`config.mk`:
```
export PLATFORM = sky130hd
export DESIGN_NAME = dual_lfsr_mixer
export DESIGN_NICKNAME = d
export VERILOG_FILES = /design/src/rtl/dlm_pkg.sv /design/src/rtl/dlm_seed_loader.sv /design/src/rtl/dlm_galois_lfsr.sv /design/src/rtl/dlm_out_combiner.sv /design/src/rtl/dual_lfsr_mixer.sv
export SDC_FILE = /design/constraint.sdc
export NUM_CORES = 1
export LEC_CHECK = 0
export CELL_PAD_IN_SITES_DETAIL_PLACEMENT = 2
export CELL_PAD_IN_SITES_GLOBAL_PLACEMENT = 2
export CORE_ASPECT_RATIO = 1.75
export CORE_MARGIN = 1.5
export CORE_UTILIZATION = 30
export CTS_CLUSTER_SIZE = 12
export DETAILED_ROUTE_END_ITERATION = 10
export PLACE_DENSITY = 0.66
export SLEW_MARGIN = 5
export SYNTH_ARGS = -nofsm -noshare
export SYNTH_HDL_FRONTEND = slang
export SYNTH_SLANG_ARGS = --single-unit
```
`constraint.sdc`:
```
create_clock -name clk -period 3.4 [get_ports clk]
set_clock_uncertainty 0.05 [all_clocks]
set_input_delay 0.68 -clock clk [delete_from_list [all_inputs] [get_ports clk]]
set_output_delay 0.68 -clock clk [all_outputs]
set_load 0.03 [all_outputs]
```
`src/rtl/dlm_pkg.sv`:
```
package dlm_pkg;

  typedef enum logic [2:0] {
    OM_LFSR   = 3'd0,
    OM_XOR    = 3'd1,
    OM_CYC    = 3'd2,
    OM_CYCPAR = 3'd3,
    OM_ENT    = 3'd4
  } out_mode_e;

  localparam int unsigned DLM_LONG_W  = 128;
  localparam int unsigned DLM_SHORT_W = 59;
  localparam int unsigned DLM_WORD_W  = 16;
  localparam int unsigned DLM_GROUP   = 8;
  localparam logic [127:0] DLM_LONG_TAPS  = 128'h8000_0000_0000_0000_0000_0000_1400_0002;
  localparam logic [127:0] DLM_SHORT_TAPS = 128'h0000_0000_0000_0000_0400_0000_0030_0001;

  // Does the mode consume entropy for a step?
  function automatic logic needs_entropy(input logic [2:0] m, input logic user);
    case (m)
      OM_ENT:                  return 1'b1;
      OM_XOR, OM_CYC, OM_CYCPAR: return !user;
      default:                 return 1'b0;
    endcase
  endfunction

  // Data bit chosen for one step.
  function automatic logic pick_bit(input logic [2:0] m, input logic user,
                                    input logic phase, input logic lb, input logic eb);
    case (m)
      OM_XOR:            return user ? lb : (lb ^ eb);
      OM_CYC, OM_CYCPAR: return (user || !phase) ? lb : eb;
      OM_ENT:            return eb;
      default:           return lb;
    endcase
  endfunction

endpackage

```
`src/rtl/dlm_seed_loader.sv`:
```
module dlm_seed_loader #(
  parameter int unsigned LONG_W  = 128,
  parameter int unsigned SHORT_W = 59,
  parameter int unsigned WORD_W  = 16
) (
  input  logic              clk,
  input  logic              rst_n,
  input  logic              len_sel,
  input  logic              seed_src,
  input  logic              cfg_chg,
  input  logic              seeded,
  input  logic              seed_we,
  input  logic [WORD_W-1:0] seed_word,
  input  logic              ent_bit,
  input  logic              ent_valid,
  output logic              load,
  output logic [LONG_W-1:0] load_val
);
  localparam int unsigned LWORDS = LONG_W / WORD_W;
  localparam int unsigned SWORDS = (SHORT_W + WORD_W - 1) / WORD_W;
  localparam int unsigned PW     = $clog2(LWORDS);
  localparam int unsigned CW     = $clog2(LONG_W);

  logic [WORD_W-1:0] words_q [LWORDS];
  logic [PW-1:0]     ptr_q;
  logic [CW-1:0]     ecnt_q;
  logic [LONG_W-1:0] ebuf_q;

  logic [PW-1:0]     last_ptr;
  logic [CW-1:0]     last_bit;
  logic              user_wr, ent_take, user_done, ent_done;
  logic [LONG_W-1:0] user_img, ent_img, len_mask, raw;

  assign last_ptr  = len_sel ? PW'(LWORDS - 1) : PW'(SWORDS - 1);
  assign last_bit  = len_sel ? CW'(LONG_W - 1) : CW'(SHORT_W - 1);
  assign user_wr   = seed_we & seed_src & ~cfg_chg;
  assign ent_take  = ~seed_src & ~seeded & ent_valid & ~cfg_chg;
  assign user_done = user_wr & (ptr_q == last_ptr);
  assign ent_done  = ent_take & (ecnt_q == last_bit);

  // Seed images including the word or bit arriving this cycle.
  for (genvar g = 0; g < LWORDS; g++) begin : g_word
    assign user_img[g*WORD_W +: WORD_W] = (PW'(g) == ptr_q) ? seed_word : words_q[g];
  end
  for (genvar b = 0; b < LONG_W; b++) begin : g_bit
    assign ent_img[b] = (CW'(b) == ecnt_q) ? ent_bit : ebuf_q[b];
  end

  assign len_mask = len_sel ? {LONG_W{1'b1}}
                            : {{(LONG_W-SHORT_W){1'b0}}, {SHORT_W{1'b1}}};
  assign raw      = (seed_src ? user_img : ent_img) & len_mask;
  assign load_val = (raw == '0) ? LONG_W'(1) : raw;
  assign load     = user_done | ent_done;

  always_ff @(posedge clk or negedge rst_n) begin
    if (!rst_n) begin
      ptr_q  <= '0;
      ecnt_q <= '0;
      ebuf_q <= '0;
      for (int i = 0; i < LWORDS; i++) words_q[i] <= '0;
    end else if (cfg_chg) begin
      ptr_q  <= '0;
      ecnt_q <= '0;
    end else begin
      if (user_wr) begin
        words_q[ptr_q] <= seed_word;
        ptr_q          <= user_done ? '0 : ptr_q + PW'(1);
      end
      if (ent_take) begin
        ebuf_q[ecnt_q] <= ent_bit;
        ecnt_q         <= ent_done ? '0 : ecnt_q + CW'(1);
      end
    end
  end


  ptr_range_chk: assert property (@(posedge clk) disable iff (!rst_n)
    !cfg_chg |-> ptr_q <= last_ptr);

  ecnt_range_chk: assert property (@(posedge clk) disable iff (!rst_n)
    !cfg_chg |-> ecnt_q <= last_bit);

endmodule

```
`src/rtl/dlm_galois_lfsr.sv`:
```
module dlm_galois_lfsr #(
  parameter int unsigned       LONG_W     = 128,
  parameter int unsigned       SHORT_W    = 59,
  parameter logic [LONG_W-1:0] LONG_TAPS  = dlm_pkg::DLM_LONG_TAPS,
  parameter logic [LONG_W-1:0] SHORT_TAPS = dlm_pkg::DLM_SHORT_TAPS
) (
  input  logic              clk,
  input  logic              rst_n,
  input  logic              len_sel,
  input  logic              load,
  input  logic [LONG_W-1:0] load_val,
  input  logic              adv,
  output logic              out_bit
);
  logic [LONG_W-1:0] state_q;

  function automatic logic [LONG_W-1:0] gal_step(input logic [LONG_W-1:0] s,
                                                 input logic long_len);
    logic [LONG_W-1:0] m;
    m = long_len ? LONG_TAPS : SHORT_TAPS;
    return (s >> 1) ^ (s[0] ? m : '0);
  endfunction

  always_ff @(posedge clk or negedge rst_n) begin
    if (!rst_n)       state_q <= '0;
    else if (load)    state_q <= load_val;
    else if (adv)     state_q <= gal_step(state_q, len_sel);
  end

  assign out_bit = state_q[0];


  nonzero_state_chk: assert property (@(posedge clk) disable iff (!rst_n)
    (load || adv) |=> state_q != '0);

  short_upper_chk: assert property (@(posedge clk) disable iff (!rst_n)
    ((load || adv) && !len_sel) |=> state_q[LONG_W-1:SHORT_W] == '0);

endmodule

```
`src/rtl/dlm_out_combiner.sv`:
```
module dlm_out_combiner #(
  parameter int unsigned GROUP = 8
) (
  input  logic       clk,
  input  logic       rst_n,
  input  logic       go,
  input  logic       load,
  input  logic       step,
  input  logic [2:0] mode,
  input  logic       src_user,
  input  logic       lfsr_bit,
  input  logic       ent_bit,
  output logic       adv,
  output logic       rnd_bit,
  output logic       rnd_valid
);
  import dlm_pkg::*;
  localparam int unsigned CNT_W = $clog2(GROUP + 1);

  logic [CNT_W-1:0] cnt_q;
  logic             phase_q, par_q;
  logic             par_mode, par_slot, data_bit;

  assign par_mode = (mode == OM_CYCPAR);
  assign par_slot = par_mode && (cnt_q == CNT_W'(GROUP));
  assign data_bit = pick_bit(mode, src_user, phase_q, lfsr_bit, ent_bit);
  assign adv      = step & ~par_slot;

  always_ff @(posedge clk or negedge rst_n) begin
    if (!rst_n) begin
      rnd_valid <= 1'b0;
      rnd_bit   <= 1'b0;
    end else begin
      rnd_valid <= step;
      if (step) rnd_bit <= par_slot ? par_q : data_bit;
    end
  end

  always_ff @(posedge clk or negedge rst_n) begin
    if (!rst_n) begin
      cnt_q   <= '0;
      phase_q <= 1'b0;
      par_q   <= 1'b0;
    end else if (!go || load) begin
      cnt_q   <= '0;
      phase_q <= 1'b0;
      par_q   <= 1'b0;
    end else if (step) begin
      if (par_slot) begin
        cnt_q <= '0;
        par_q <= 1'b0;
      end else begin
        phase_q <= ~phase_q;
        if (par_mode) begin
          cnt_q <= cnt_q + CNT_W'(1);
          par_q <= par_q ^ data_bit;
        end
      end
    end
  end


  grp_bound_chk: assert property (@(posedge clk) disable iff (!rst_n)
    cnt_q <= CNT_W'(GROUP));

  step_valid_chk: assert property (@(posedge clk) disable iff (!rst_n)
    step |=> rnd_valid);

  idle_quiet_chk: assert property (@(posedge clk) disable iff (!rst_n)
    !go |=> !rnd_valid);

endmodule

```
`src/rtl/dual_lfsr_mixer.sv`:
```
module dual_lfsr_mixer #(
  parameter int unsigned       LONG_W     = dlm_pkg::DLM_LONG_W,
  parameter int unsigned       SHORT_W    = dlm_pkg::DLM_SHORT_W,
  parameter int unsigned       WORD_W     = dlm_pkg::DLM_WORD_W,
  parameter int unsigned       GROUP      = dlm_pkg::DLM_GROUP,
  parameter logic [LONG_W-1:0] LONG_TAPS  = dlm_pkg::DLM_LONG_TAPS,
  parameter logic [LONG_W-1:0] SHORT_TAPS = dlm_pkg::DLM_SHORT_TAPS
) (
  input  logic              clk,
  input  logic              rst_n,
  input  logic              len_sel,
  input  logic              seed_src,
  input  logic [2:0]        out_mode,
  input  logic              seed_we,
  input  logic [WORD_W-1:0] seed_word,
  input  logic              ent_bit,
  input  logic              ent_valid,
  input  logic              go,
  output logic              rnd_bit,
  output logic              rnd_valid,
  output logic              seeded
);
  import dlm_pkg::*;

  logic              len_q, src_q, seeded_q;
  logic              cfg_chg, load, adv, lfsr_bit, step, ent_ok;
  logic [LONG_W-1:0] load_val;

  assign cfg_chg = (len_sel != len_q) | (seed_src != src_q);
  assign ent_ok  = ~needs_entropy(out_mode, seed_src) | ent_valid;
  assign step    = go & seeded_q & ~cfg_chg & ~load & ent_ok;
  assign seeded  = seeded_q;

  always_ff @(posedge clk or negedge rst_n) begin
    if (!rst_n) begin
      len_q    <= 1'b0;
      src_q    <= 1'b0;
      seeded_q <= 1'b0;
    end else begin
      len_q <= len_sel;
      src_q <= seed_src;
      if (cfg_chg)   seeded_q <= 1'b0;
      else if (load) seeded_q <= 1'b1;
    end
  end

  dlm_seed_loader #(.LONG_W(LONG_W), .SHORT_W(SHORT_W), .WORD_W(WORD_W)) u_seed (
    .clk, .rst_n, .len_sel, .seed_src, .cfg_chg, .seeded(seeded_q),
    .seed_we, .seed_word, .ent_bit, .ent_valid, .load, .load_val
  );

  dlm_galois_lfsr #(.LONG_W(LONG_W), .SHORT_W(SHORT_W),
                    .LONG_TAPS(LONG_TAPS), .SHORT_TAPS(SHORT_TAPS)) u_lfsr (
    .clk, .rst_n, .len_sel, .load, .load_val, .adv, .out_bit(lfsr_bit)
  );

  dlm_out_combiner #(.GROUP(GROUP)) u_comb (
    .clk, .rst_n, .go, .load, .step, .mode(out_mode), .src_user(seed_src),
    .lfsr_bit, .ent_bit, .adv, .rnd_bit, .rnd_valid
  );


  cfg_quiet_chk: assert property (@(posedge clk) disable iff (!rst_n)
    cfg_chg |=> !rnd_valid);

  load_seeded_chk: assert property (@(posedge clk) disable iff (!rst_n)
    (load && !cfg_chg) |=> seeded);

endmodule

```
==> flow_summary.json <==
{
  "status": "completed",
  "fin_crit_ns": 3.35,
  "synth-seq-cells": 405,
  "drtIter0Drc": 1414,
  "grt.total_usage": 0.281,
  "syn_to_final_growth_pct": 23.0,
  "synth_area_um2": 22200,
  "ys_types": 66,
  "wl_per_cell_um": 30.4,
  "yosysWarningCount": 0,
  "clkTransAtPathRegs_ns": 0.07,
  "critPathKind": "reg -> reg",
  "ys.flop_type": "dfrtp_1",
  "vias_per_cell": 5.94,
  "cellPowerDensity_nw_per_um2": 403,
  "gp_congestion": 0.954,
  "top_level_ports": 30,
  "synthesis.nets": 2373,
  "r2r_cells": 11,
  "clk_latency_ns": 0.61,
  "grt_pass1_wl_um": 157000,
  "crit_path_start_kind": "flop",
  "worst_pin_slew_ns": 0.961,
  "dr.pass1.iters": 5,
  "core_um2": 73100,
  "cp.required_ns": 3.89,
  "r2r_setup_slack_ns": 0.05,
  "drive_above_1_share": 0.243,
  "cts.path.max_buffers": 3,
  "placed_cell_area_um2": 25900,
  "numCtsBuffers": 43,
  "r2r-end": "u_lfsr.state_q[0]",
  "hpwl_um": 77800,
  "slew_viol_final": 0,
  "yosysSeqAreaShare": 0.457,
  "n_antenna_cell": 0,
  "hp-class": "in -> async",
  "grt_max_degree": 137,
  "drc": 0,
  "die_h_um": 363,
  "crit_arrival_ns": 3.83,
  "rows": 131,
  "async_flop_share": 1.00,
  "layout_common_cells": "dfrtp_1, buf_4, o21ai_0, nand2_1, mux2i_1",
  "finalCritPeriodShare": 0.985,
  "fin_area_um2": 27300,
  "grt_pass1_vias": 22800,
  "hold_viol": 0,
  "critPathCaptureType": "flop",
  "final_common_cell": "dfrtp_1",
  "routed_wl_um": 106000,
  "port_buffers": 29,
  "synth_edf_count": 0,
  "fin_cells": 3490,
  "cts_hold_buf": 0,
  "tns_ns": 0,
  "avgSynthCellArea_um2": 9.50,
  "die_x_um": 209,
  "layout_setup_ws_ns": 0.0526,
  "syn_inst": 2334,
  "clock_sinks": 405,
  "grt-ovfl-total": 0,
  "start_util": 0.303,
  "cts-root-buf": "clkbuf_16",
  "p_leak_nw": 12.2,
  "rr_startpoint": "u_seed.ecnt_q[0]",
  "pre_cts_ws_ns": -0.479,
  "nets": 2572,
  "maxCapViolCount": 0,
  "setup_viol": 0,
  "routed-via-count": 20700,
  "fmax_ghz": 0.299,
  "ir_drop_mv": 0.332,
  "hold_ws_ns": 0.0205,
  "tritoncts": "built",
  "ant_nets": 0,
  "htree_levels": 2,
  "crit_fanout": 6,
  "post-place-cells": 3419,
  "antenna_found_initial": 4,
  "slew_headroom": 0.360,
  "die_area_um2": 75700
}
==> synth_stat cells, types with 11 or more instances <==
library cell    n  share of area
a211oi_1       25         0.0085
a21oi_1       129          0.029
a221oi_1       23         0.0091
a22oi_1        66          0.022
a31oi_1        86          0.024
and3_1         26         0.0073
buf_1          11         0.0019
buf_2          24         0.0054
clkbuf_1      203          0.034
dfrtp_1       405           0.46
ha_1           12         0.0068
mux2_2        138          0.070
mux2i_1       158          0.071
nand2_1       208          0.035
nand3_1        66          0.015
nand4_1        12         0.0034
nor2_1        117          0.020
nor4_1         26         0.0073
o21ai_0       307          0.069
o31ai_1       132          0.045
==> cells by family after synthesis <==
| logic type | Yosys count | share of synthesized area |
|---|---|---|
| xor gates and xnor gates | 11 | 0.00434 |
| and+or+nand+nor | 549 | 0.121 |
| DFF | 405 | 0.457 |
| AOI/OAI and AO/OA | 796 | 0.219 |
| adders and majority gates | 12 | 0.00677 |
| muxes | 297 | 0.142 |
| buffers and inverters | 264 | 0.0500 |
==> what timing repair did <==
| action | CTS | global route |
|---|---|---|
| resized for setup | 14 | 15 |
| buffers inserted | 0 | 0 |
| hold endpoints to repair | 0 | 0 |
| endpoints found under the setup margin | 1 | 1 |
==> state kept, by name, indices dropped and copies added (netlist names) <==
signal	count
u_seed.words_q	128
u_seed.ebuf_q	128
u_seed.ecnt_q	7
len_q	1
u_comb.par_q	1
seeded	1
u_comb.rnd_bit	1
u_lfsr.state_q	128
u_comb.cnt_q	4
u_comb.rnd_valid	1
u_comb.phase_q	1
u_seed.ptr_q	3
src_q	1
==> per-layer routing <==
metal | part of all wire | vias to the layer above | track usage
met3 | 0.034 | 284 | 0.0311
li1 | - | 8993 | -
met1 | 0.39 | 10900 | 0.319
met5 | 0.00012 | - | 0
met4 | 0.077 | 2 | 0.190
met2 | 0.50 | 561 | 0.495
==> how the worst max path moves through the flow <==
stage | endpoint | start | depth (start not counted) | slack [ns]
6_report | u_lfsr.state_q[0] | u_seed.ecnt_q[0] | 11 | 0.05
5_1_grt | u_lfsr.state_q[0] | u_seed.ptr_q[0] | 12 | -0.01
4_1_cts | u_lfsr.state_q[0] | u_seed.ecnt_q[6] | 10 | 0.05
3_5_place_dp | u_lfsr.state_q[0] | ent_bit | 12 | -0.48
3_3_place_gp | u_lfsr.state_q[0] | ent_bit | 12 | -0.45
2_1_floorplan | u_lfsr.state_q[0] | u_seed.ptr_q[2] | 13 | 0.42
==> cell type report <==
class | count | area [um^2]
clock buffer | 64 | 1260
clock inverter | 7 | 65.1
fill | 7869 | 45800
inverter | 12 | 47.5
multi-input combinational | 1665 | 11100
sequential | 405 | 10100
tap | 931 | 1160
timing repair buffer | 406 | 3530
==> stage by stage <==
step	util	power, mW
after floorplan	-	5.57
after global placement	0.354	6.25
after detailed placement	0.354	6.30
after CTS	0.372	11.1
after global routing	0.373	11.3
final	0.373	11.0
==> critical path: stages, from the launching register on <==
cell and delay, ns:
dfrtp_1 0.40, buf_4 0.16, ha_1 0.18, or3b_2 0.65, nor2_1 0.19, mux2i_1 0.40, a21oi_1 0.21, nor4_1 0.31
nand4_1 0.13, buf_4 0.18, o31a_1 0.27, o21ai_1 0.13
==> power breakdown <==
part / switching, mW / leakage [nW] / internal (mW)
Sequential: 0.0783 / 5.60 / 4.95
Combinational: 0.736 / 5.94 / 0.469
Clock: 2.15 / 0.643 / 2.62
Total: 2.97 / 12.2 / 8.03
No activity file was read; power rests on OpenSTA's default activity.
